File: config.mk
export PLATFORM = sky130hd
export DESIGN_NAME = tmr8_oc
export DESIGN_NICKNAME = d
export VERILOG_FILES = /design/src/rtl/tmr8_pkg.sv /design/src/rtl/tmr8_count.sv /design/src/rtl/tmr8_ocmp.sv /design/src/rtl/tmr8_oc.sv
export SDC_FILE = /design/constraint.sdc
export NUM_CORES = 1
export LEC_CHECK = 0
export BUFFER_PORTS_ARGS = -buffer_cell sky130_fd_sc_hd__clkbuf_2
export CAP_MARGIN = 30
export CORE_UTILIZATION = 25
export CTS_BUF_LIST = sky130_fd_sc_hd__clkbuf_8
export CTS_CLUSTER_DIAMETER = 50
export DETAILED_ROUTE_END_ITERATION = 10
export PLACE_DENSITY = 0.51
export REMOVE_ABC_BUFFERS = 1
export SKIP_LAST_GASP = 1
export SYNTH_ARGS = -nofsm -noshare
export SYNTH_HDL_FRONTEND = slang
export SYNTH_SLANG_ARGS = --single-unit
File: constraint.sdc
create_clock -name clk -period 2.17 [get_ports clk]
set_clock_uncertainty 0.2 [all_clocks]
set_input_delay 0.434 -clock clk [delete_from_list [all_inputs] [get_ports clk]]
set_output_delay 0.434 -clock clk [all_outputs]
set_load 0.02 [all_outputs]
File: src/rtl/tmr8_pkg.sv
package tmr8_pkg;
    typedef enum logic [1:0] {
        WM_FREE     = 2'b00,
        WM_CLRMATCH = 2'b01,
        WM_RSV2     = 2'b10,
        WM_RSV3     = 2'b11
    } wmode_e;

    typedef enum logic [1:0] {
        OM_OFF    = 2'b00,
        OM_TOGGLE = 2'b01,
        OM_LOW    = 2'b10,
        OM_HIGH   = 2'b11
    } omode_e;

    localparam logic [1:0] A_CTRL = 2'd0;
    localparam logic [1:0] A_CNT  = 2'd1;
    localparam logic [1:0] A_CMP  = 2'd2;
    localparam logic [1:0] A_FLAG = 2'd3;
endpackage

File: src/rtl/tmr8_count.sv
module tmr8_count #(
    parameter int W = 8
) (
    input  logic [W-1:0] cnt_i,
    input  logic         step_i,
    input  logic         up_i,
    input  logic         clr_i,
    output logic [W-1:0] nxt_o,
    output logic         max_o,
    output logic         bot_o
);
    localparam logic [W-1:0] ONE = W'(1);

    always_comb begin
        nxt_o = cnt_i;
        if (step_i) begin
            if (clr_i)     nxt_o = '0;
            else if (up_i) nxt_o = cnt_i + ONE;
            else           nxt_o = cnt_i - ONE;
        end
    end

    assign max_o = (cnt_i == '1);
    assign bot_o = (cnt_i == '0);
endmodule

File: src/rtl/tmr8_ocmp.sv
module tmr8_ocmp
    import tmr8_pkg::*;
#(
    parameter int W = 8
) (
    input  logic [W-1:0] cnt_i,
    input  logic [W-1:0] cmp_i,
    input  logic [1:0]   mode_i,
    input  logic         fire_i,
    input  logic         oc_i,
    output logic         match_o,
    output logic         oc_o,
    output logic         pin_o
);
    always_comb begin
        match_o = (cnt_i == cmp_i);
        oc_o    = oc_i;
        if (fire_i && match_o) begin
            unique case (omode_e'(mode_i))
                OM_TOGGLE: oc_o = ~oc_i;
                OM_LOW:    oc_o = 1'b0;
                OM_HIGH:   oc_o = 1'b1;
                default:   oc_o = oc_i;
            endcase
        end
        pin_o = (omode_e'(mode_i) == OM_OFF) ? 1'b0 : oc_i;
    end
endmodule

File: src/rtl/tmr8_oc.sv
module tmr8_oc
    import tmr8_pkg::*;
#(
    parameter int W   = 8,
    parameter int CSW = 3
) (
    input  logic         clk,
    input  logic         rst_n,
    input  logic         tick_i,
    input  logic         gie_i,
    input  logic         cmp_ack_i,
    input  logic         ovf_ack_i,
    input  logic         bus_we_i,
    input  logic [1:0]   bus_addr_i,
    input  logic [W-1:0] bus_wdata_i,
    output logic [W-1:0] bus_rdata_o,
    output logic         cmp_irq_o,
    output logic         ovf_irq_o,
    output logic         wave_o,
    output logic         cnt_max_o,
    output logic         cnt_bot_o
);
    localparam int CS_LSB = 4;

    typedef struct packed {
        logic [1:0]     wmode;
        logic [1:0]     omode;
        logic [CSW-1:0] csel;
        logic [W-1:0]   cnt;
        logic [W-1:0]   cmp;
        logic           cflag;
        logic           oflag;
        logic           cie;
        logic           oie;
        logic           oc;
    } st_t;

    st_t st_d, st_q;

    logic ctrl_wr, cnt_wr, cmp_wr, flg_wr, tick_ok, match, oc_nxt;
    logic [W-1:0] cnt_nxt;

    assign ctrl_wr = bus_we_i && (bus_addr_i == A_CTRL);
    assign cnt_wr  = bus_we_i && (bus_addr_i == A_CNT);
    assign cmp_wr  = bus_we_i && (bus_addr_i == A_CMP);
    assign flg_wr  = bus_we_i && (bus_addr_i == A_FLAG);
    assign tick_ok = tick_i && (st_q.csel != '0) && !cnt_wr;

    tmr8_ocmp #(.W(W)) ocmp_i (
        .cnt_i   (st_q.cnt),
        .cmp_i   (st_q.cmp),
        .mode_i  (st_q.omode),
        .fire_i  (tick_ok),
        .oc_i    (st_q.oc),
        .match_o (match),
        .oc_o    (oc_nxt),
        .pin_o   (wave_o)
    );

    tmr8_count #(.W(W)) count_i (
        .cnt_i  (st_q.cnt),
        .step_i (tick_ok),
        .up_i   (1'b1),
        .clr_i  ((wmode_e'(st_q.wmode) == WM_CLRMATCH) && match),
        .nxt_o  (cnt_nxt),
        .max_o  (cnt_max_o),
        .bot_o  (cnt_bot_o)
    );

    always_comb begin
        st_d = st_q;
        if (ctrl_wr) begin
            st_d.wmode = bus_wdata_i[1:0];
            st_d.omode = bus_wdata_i[3:2];
            st_d.csel  = bus_wdata_i[CS_LSB +: CSW];
        end
        st_d.cnt = cnt_wr ? bus_wdata_i : cnt_nxt;
        if (cmp_wr) st_d.cmp = bus_wdata_i;
        st_d.cflag = (st_q.cflag && !(cmp_ack_i || (flg_wr && bus_wdata_i[0])))
                     || (tick_ok && match);
        st_d.oflag = (st_q.oflag && !(ovf_ack_i || (flg_wr && bus_wdata_i[1])))
                     || (tick_ok && cnt_max_o);
        if (flg_wr) begin
            st_d.cie = bus_wdata_i[4];
            st_d.oie = bus_wdata_i[5];
        end
        st_d.oc = oc_nxt;
    end

    always_ff @(posedge clk or negedge rst_n) begin
        if (!rst_n) st_q <= '0;
        else        st_q <= st_d;
    end

    always_comb begin
        bus_rdata_o = '0;
        unique case (bus_addr_i)
            A_CTRL: begin
                bus_rdata_o[1:0]             = st_q.wmode;
                bus_rdata_o[3:2]             = st_q.omode;
                bus_rdata_o[CS_LSB +: CSW]   = st_q.csel;
            end
            A_CNT:  bus_rdata_o = st_q.cnt;
            A_CMP:  bus_rdata_o = st_q.cmp;
            default: begin
                bus_rdata_o[0] = st_q.cflag;
                bus_rdata_o[1] = st_q.oflag;
                bus_rdata_o[4] = st_q.cie;
                bus_rdata_o[5] = st_q.oie;
            end
        endcase
    end

    assign cmp_irq_o = st_q.cflag && st_q.cie && gie_i;
    assign ovf_irq_o = st_q.oflag && st_q.oie && gie_i;

    logic [W-1:0]   cnt_w, cmp_w;
    logic [CSW-1:0] csel_w;
    logic [1:0]     wmode_w, omode_w;
    logic           cflag_w;
    assign cnt_w   = st_q.cnt;
    assign cmp_w   = st_q.cmp;
    assign csel_w  = st_q.csel;
    assign wmode_w = st_q.wmode;
    assign omode_w = st_q.omode;
    assign cflag_w = st_q.cflag;
endmodule

-- After elaboration in Yosys (flattened, before gate mapping)
Cells that the tools add are included.
- add/subtract/negate cells: 1
- eq/ne operators: 9
- mux-type cells: 10
- bitwise gates (word level): 1
- reductions and logical operators: 31
- operators by type and width (kind ; number):
    8-bit 2-to-1 mux ; 3
    2-bit one-hot mux with 3 select lines ; 3
    1-bit logical AND ; 17
    8-bit by 1-bit adder with 8-bit output, second input constant ; 1
    2-bit == test, second input constant ; 4
    8-bit == test ; 1
    8-bit == test, second input constant ; 1
    8-bit logical NOT ; 1
    2-bit by 1-bit == test with 1-bit output, second input constant ; 3
    1-bit one-hot mux with 3 select lines ; 2
    3-bit nonzero test ; 2
    2-bit logical NOT ; 2
    1-bit logical OR ; 4
    1-bit logical NOT ; 3
    1-bit one-hot mux with 2 select lines ; 1
    2-bit AND reduction ; 1
    2-bit nonzero test ; 1
    1-bit 2-to-1 mux ; 1
    1-bit inverter ; 1
- flip-flop bits (word level): 28
- input port bits: 17
- output and inout bits: 13
- word-level logic and storage cells: 62

-- Depth between registers and ports, before layout
- depth in word-level cells: 7
- mapped depth: 9
- gate-level depth less buffers: 7

-- Hierarchy
Synthesis repeated with hierarchy kept, for this count alone.
- cells, all modules: 187
- area total of the unflattened synthesis: 1930.6 um^2
- modules (own cells, without submodules) (module ; times used ; cells each ; area an instance (um^2)):
    tmr8_oc ; 1 ; 105 ; 1353.8
    tmr8_count ; 1 ; 61 ; 431.7
    tmr8_ocmp ; 1 ; 21 ; 145.1

-- Least setup slack after synthesis
No wires, ideal clock.
- kind: reg2out
- start: register st_q, in the netlist cnt_w[1]
- end: output port cnt_max_o
- arrival: 1.415 ns
- required time: 1.536 ns
- slack: 0.121 ns
- cell stages (with the launch flop): 5
- path buffers: 0
- cells stage by stage: dfrtp_1 > ha_1 > and3_1 > nand3_1 > nor3_1
- word-level cells in the longest chain between the ends: 1
- RTL lines (item ; RTL line ; RTL):
    from (decl) ; tmr8_oc.sv:38 ; st_t st_d, st_q;
    from (signal assigned) ; tmr8_oc.sv:92 ; else st_q <= st_d;
    8-bit == test ; tmr8_count.sv:23 ; assign max_o = (cnt_i == '1);
    to (decl) ; tmr8_oc.sv:20 ; output logic cnt_max_o,
Every way passes these cells.

-- Worst setup path in the final report
Same ends and word-level chain as after synthesis.

==> impl_results.md <==
- Status: finished, violations left
- Failing checks: negative hold slack
- VDD IR-drop max: 0.289 mV
- Worst-path fanout max: 4
- Setup_tns: 0 ns
- Yosys warnings: 0
- Critical Path AT: 1.49 ns
- Antenna Nets Post-Route: 0
- Flop pwr share: 40.5%
- Core area: 6460 um^2
- Top_reg_cell synth: dfrtp_1
- Final hold vios: 27
- PortBufs: 29
- Rows: 29
- Final setup fails: 0
- Slew HR: 51.7%
- DIE AREA: 7180 um^2
- Vias in the first global route: 1453
- Most common cell after layout, fill and taps aside: buf_4
- Share of cells above drive strength 1: 44.8%
- I/O pins: 30
- CTS Hold Bufs: 0
- Max_cap viols: 0
- CTS root buf: clkbuf_8
- Mean Syn Cell Area: 10.5 um^2
- Pin count of the biggest net entering global routing: 29
- HP Class: in -> async
- Psw: 649 uW
- Most frequent cells in the layout: buf_4 (26), dfrtp_1 (24), clkbuf_2 (23), mux2_2 (17), inv_1 (16)
- Distinct cells, synth: 36
- Initial DRC Count: 156
- Netlist Area Pre-Place: 1710 um^2
- GRT Overall Usage: 13.6%
- Pwr dens: 814 nW/um^2
- Detail Placement HPWL: 3450 um
- H-Tree Level Count: 1
- First-pass GRT wire length: 7470 um
- Crit. End Element: output port
- Clock sinks: 28
- Pint: 1.21 mW
- Worst skew pair latency: 0.28 ns
- Mapped Cells: 163
- EDFF count, synth: 0
- Combinational share of power: 37.0%
- Via count: 1433
- Die Y: 84.7 um
- Final Slew Violations: 0
- Initial antenna violation count: 0
- Vias per cell: 4.96
- Worst r2r path cells: 6
- Hold Slack: -0.00542 ns
- Chip width: 84.7 um
- Synth Register Bits: 28
- Worst setup path category: reg -> out
- # diodes: 0
- Crit path required time: 1.54 ns
- Post-synthesis sequential area ratio: 41.0%
- GRT overflow: 0
- Least-Margin Pin Slew: 0.725 ns
- CTS Buffer Depth: 2
- Total Power: 1.86 mW
- Fmax: 470 MHz
- # nets final: 237
- Tmin final: 2.13 ns
- Switch share: 35.0%
- Gpl congestion: 0.760
- Initial Util: 26.5%
- Synth async-reset ratio: 100%
- CTS tree: built
- Filler instances: 666
- DR WL/cell: 15.8 um
- TritonCTS Buffers: 3
- First-pass DRT Iterations: 6
- P&R area growth vs syn: 33.4%
- Leakage power: 1.02 nW
- Period utilization: 98.1%
- Crit start category: flop
- Post-Route WL: 4570 um
- Clock slew at reported path FFs: 0.10 ns
- DRC Markers: 0
- RSZ-0062 raised after global routing: true
- Clk pwr share: 22.6%
## cell type report
class                   count  area [um^2]  share of cell area, %
clock inverters             1         30.0                   1.32
flip-flops and latches     28          706                   30.9
multi-input cells         108          972                   42.6
repair buffers             54          368                   16.1
inverters                  18         67.6                   2.96
clock buffers               3         41.3                   1.81
well taps                  77         96.3                   4.22
## sequential cells by signal, summed over array words and instances (netlist names)
name     cells
cmp_w        8
st_q         4
cflag_w      1
csel_w       3
omode_w      2
cnt_w        8
wmode_w      2
## cell families after synthesis
logic type	Yosys count	synth area share, %
AOI/OAI and AO/OA	35	16.3
xor gates and xnor gates	8	4.54
muxes	21	13.5
and+or+nand+nor	37	12.6
buffers and inverters	27	6.95
adders and majority gates	7	5.12
DFF	28	41.0
## what timing repair did
| action | in CTS | in global routing |
|---|---|---|
| resized for setup | 25 | 6 |
| buffers inserted | 5 | 6 |
| setup endpoints to repair | 7 | 6 |
| pin swaps | 6 | 6 |
| endpoints found under the hold margin | 0 | 0 |
## cell usage after synthesis (2+ instances only)
| cell type | number | area share [%] |
|---|---|---|
| nor3_1 | 3 | 0.88 |
| nand2_1 | 6 | 1.3 |
| o21ai_1 | 6 | 1.8 |
| ha_1 | 7 | 5.1 |
| xor2_1 | 7 | 3.6 |
| nor4_4 | 2 | 2.5 |
| and2_1 | 2 | 0.73 |
| a32oi_1 | 2 | 1.0 |
| and3_1 | 5 | 1.8 |
| clkbuf_1 | 4 | 0.88 |
| a21oi_1 | 6 | 1.8 |
| mux2i_1 | 4 | 2.3 |
| nor2b_1 | 2 | 0.73 |
| nand3_1 | 6 | 1.8 |
| a22oi_1 | 5 | 2.2 |
| inv_1 | 18 | 3.9 |
| buf_6 | 2 | 1.3 |
| dfrtp_1 | 28 | 41 |
| nor2_1 | 8 | 1.8 |
| a222oi_1 | 8 | 4.7 |
| mux2_2 | 17 | 11 |
## power groups by stage
stage	Clock (mW)	Combinational, mW	Sequential, mW
floorplan	0	0.382	0.727
global placement	0	0.586	0.756
detailed placement	0	0.594	0.756
CTS	0.432	0.666	0.751
global route	0.451	0.751	0.769
finish	0.419	0.686	0.751
## stage by stage
stage	instance area, um^2	hold slack (ns)	cells	setup slack (ns)	utilization, %
after floorplan	1660	-0.0616	154	0.117	-
after global placement	2010	0.318	275	-0.0876	31.2
after detailed placement	2010	0.326	275	-0.0815	31.2
after CTS	2230	0.0242	284	-0.0178	34.5
after global routing	2280	0.0490	289	-0.0638	35.3
final	2280	-0.00542	289	0.0421	35.3
## worst paths after layout
path / from / to / slack (ns)
worst max-delay path: cnt_w[1]$_DFFE_PN0P_ / cnt_max_o / 0.04
max in group asynchronous: rst_n / cnt_w[0]$_DFFE_PN0P_ / 1.28
worst max register to register: cnt_w[0]$_DFFE_PN0P_ / cnt_w[0]$_DFFE_PN0P_ / 0.09
worst min-delay path: rst_n / cmp_w[0]$_DFFE_PN0P_ / -0.005
worst min register to register: st_q[0]$_DFFE_PN0P_ / st_q[0]$_DFFE_PN0P_ / 0.33
min in group clk: cmp_ack_i / cflag_w$_DFF_PN0_ / 0.13
## metal layers
| layer | track usage, % | wire length, um | share of wire [%] | vias to the layer above |
|---|---|---|---|---|
| met2 | 22.6 | 2220 | 49 | 33 |
| met3 | 3.83 | 230 | 5.0 | 4 |
| met1 | 17.4 | 2080 | 45 | 707 |
| met4 | 3.24 | 44 | 0.96 | 0 |
| met5 | 0 | 0 | 0 | - |
| li1 | - | - | - | 689 |
## critical path, stage by stage, from the launching register on
cell and delay, ns:
dfrtp_2 0.44, ha_4 0.15, and3_4 0.19, nand3_4 0.06, nor3_2 0.10, buf_4 0.14
clkbuf_8 0.13
(Power assumes the default switching activity.)
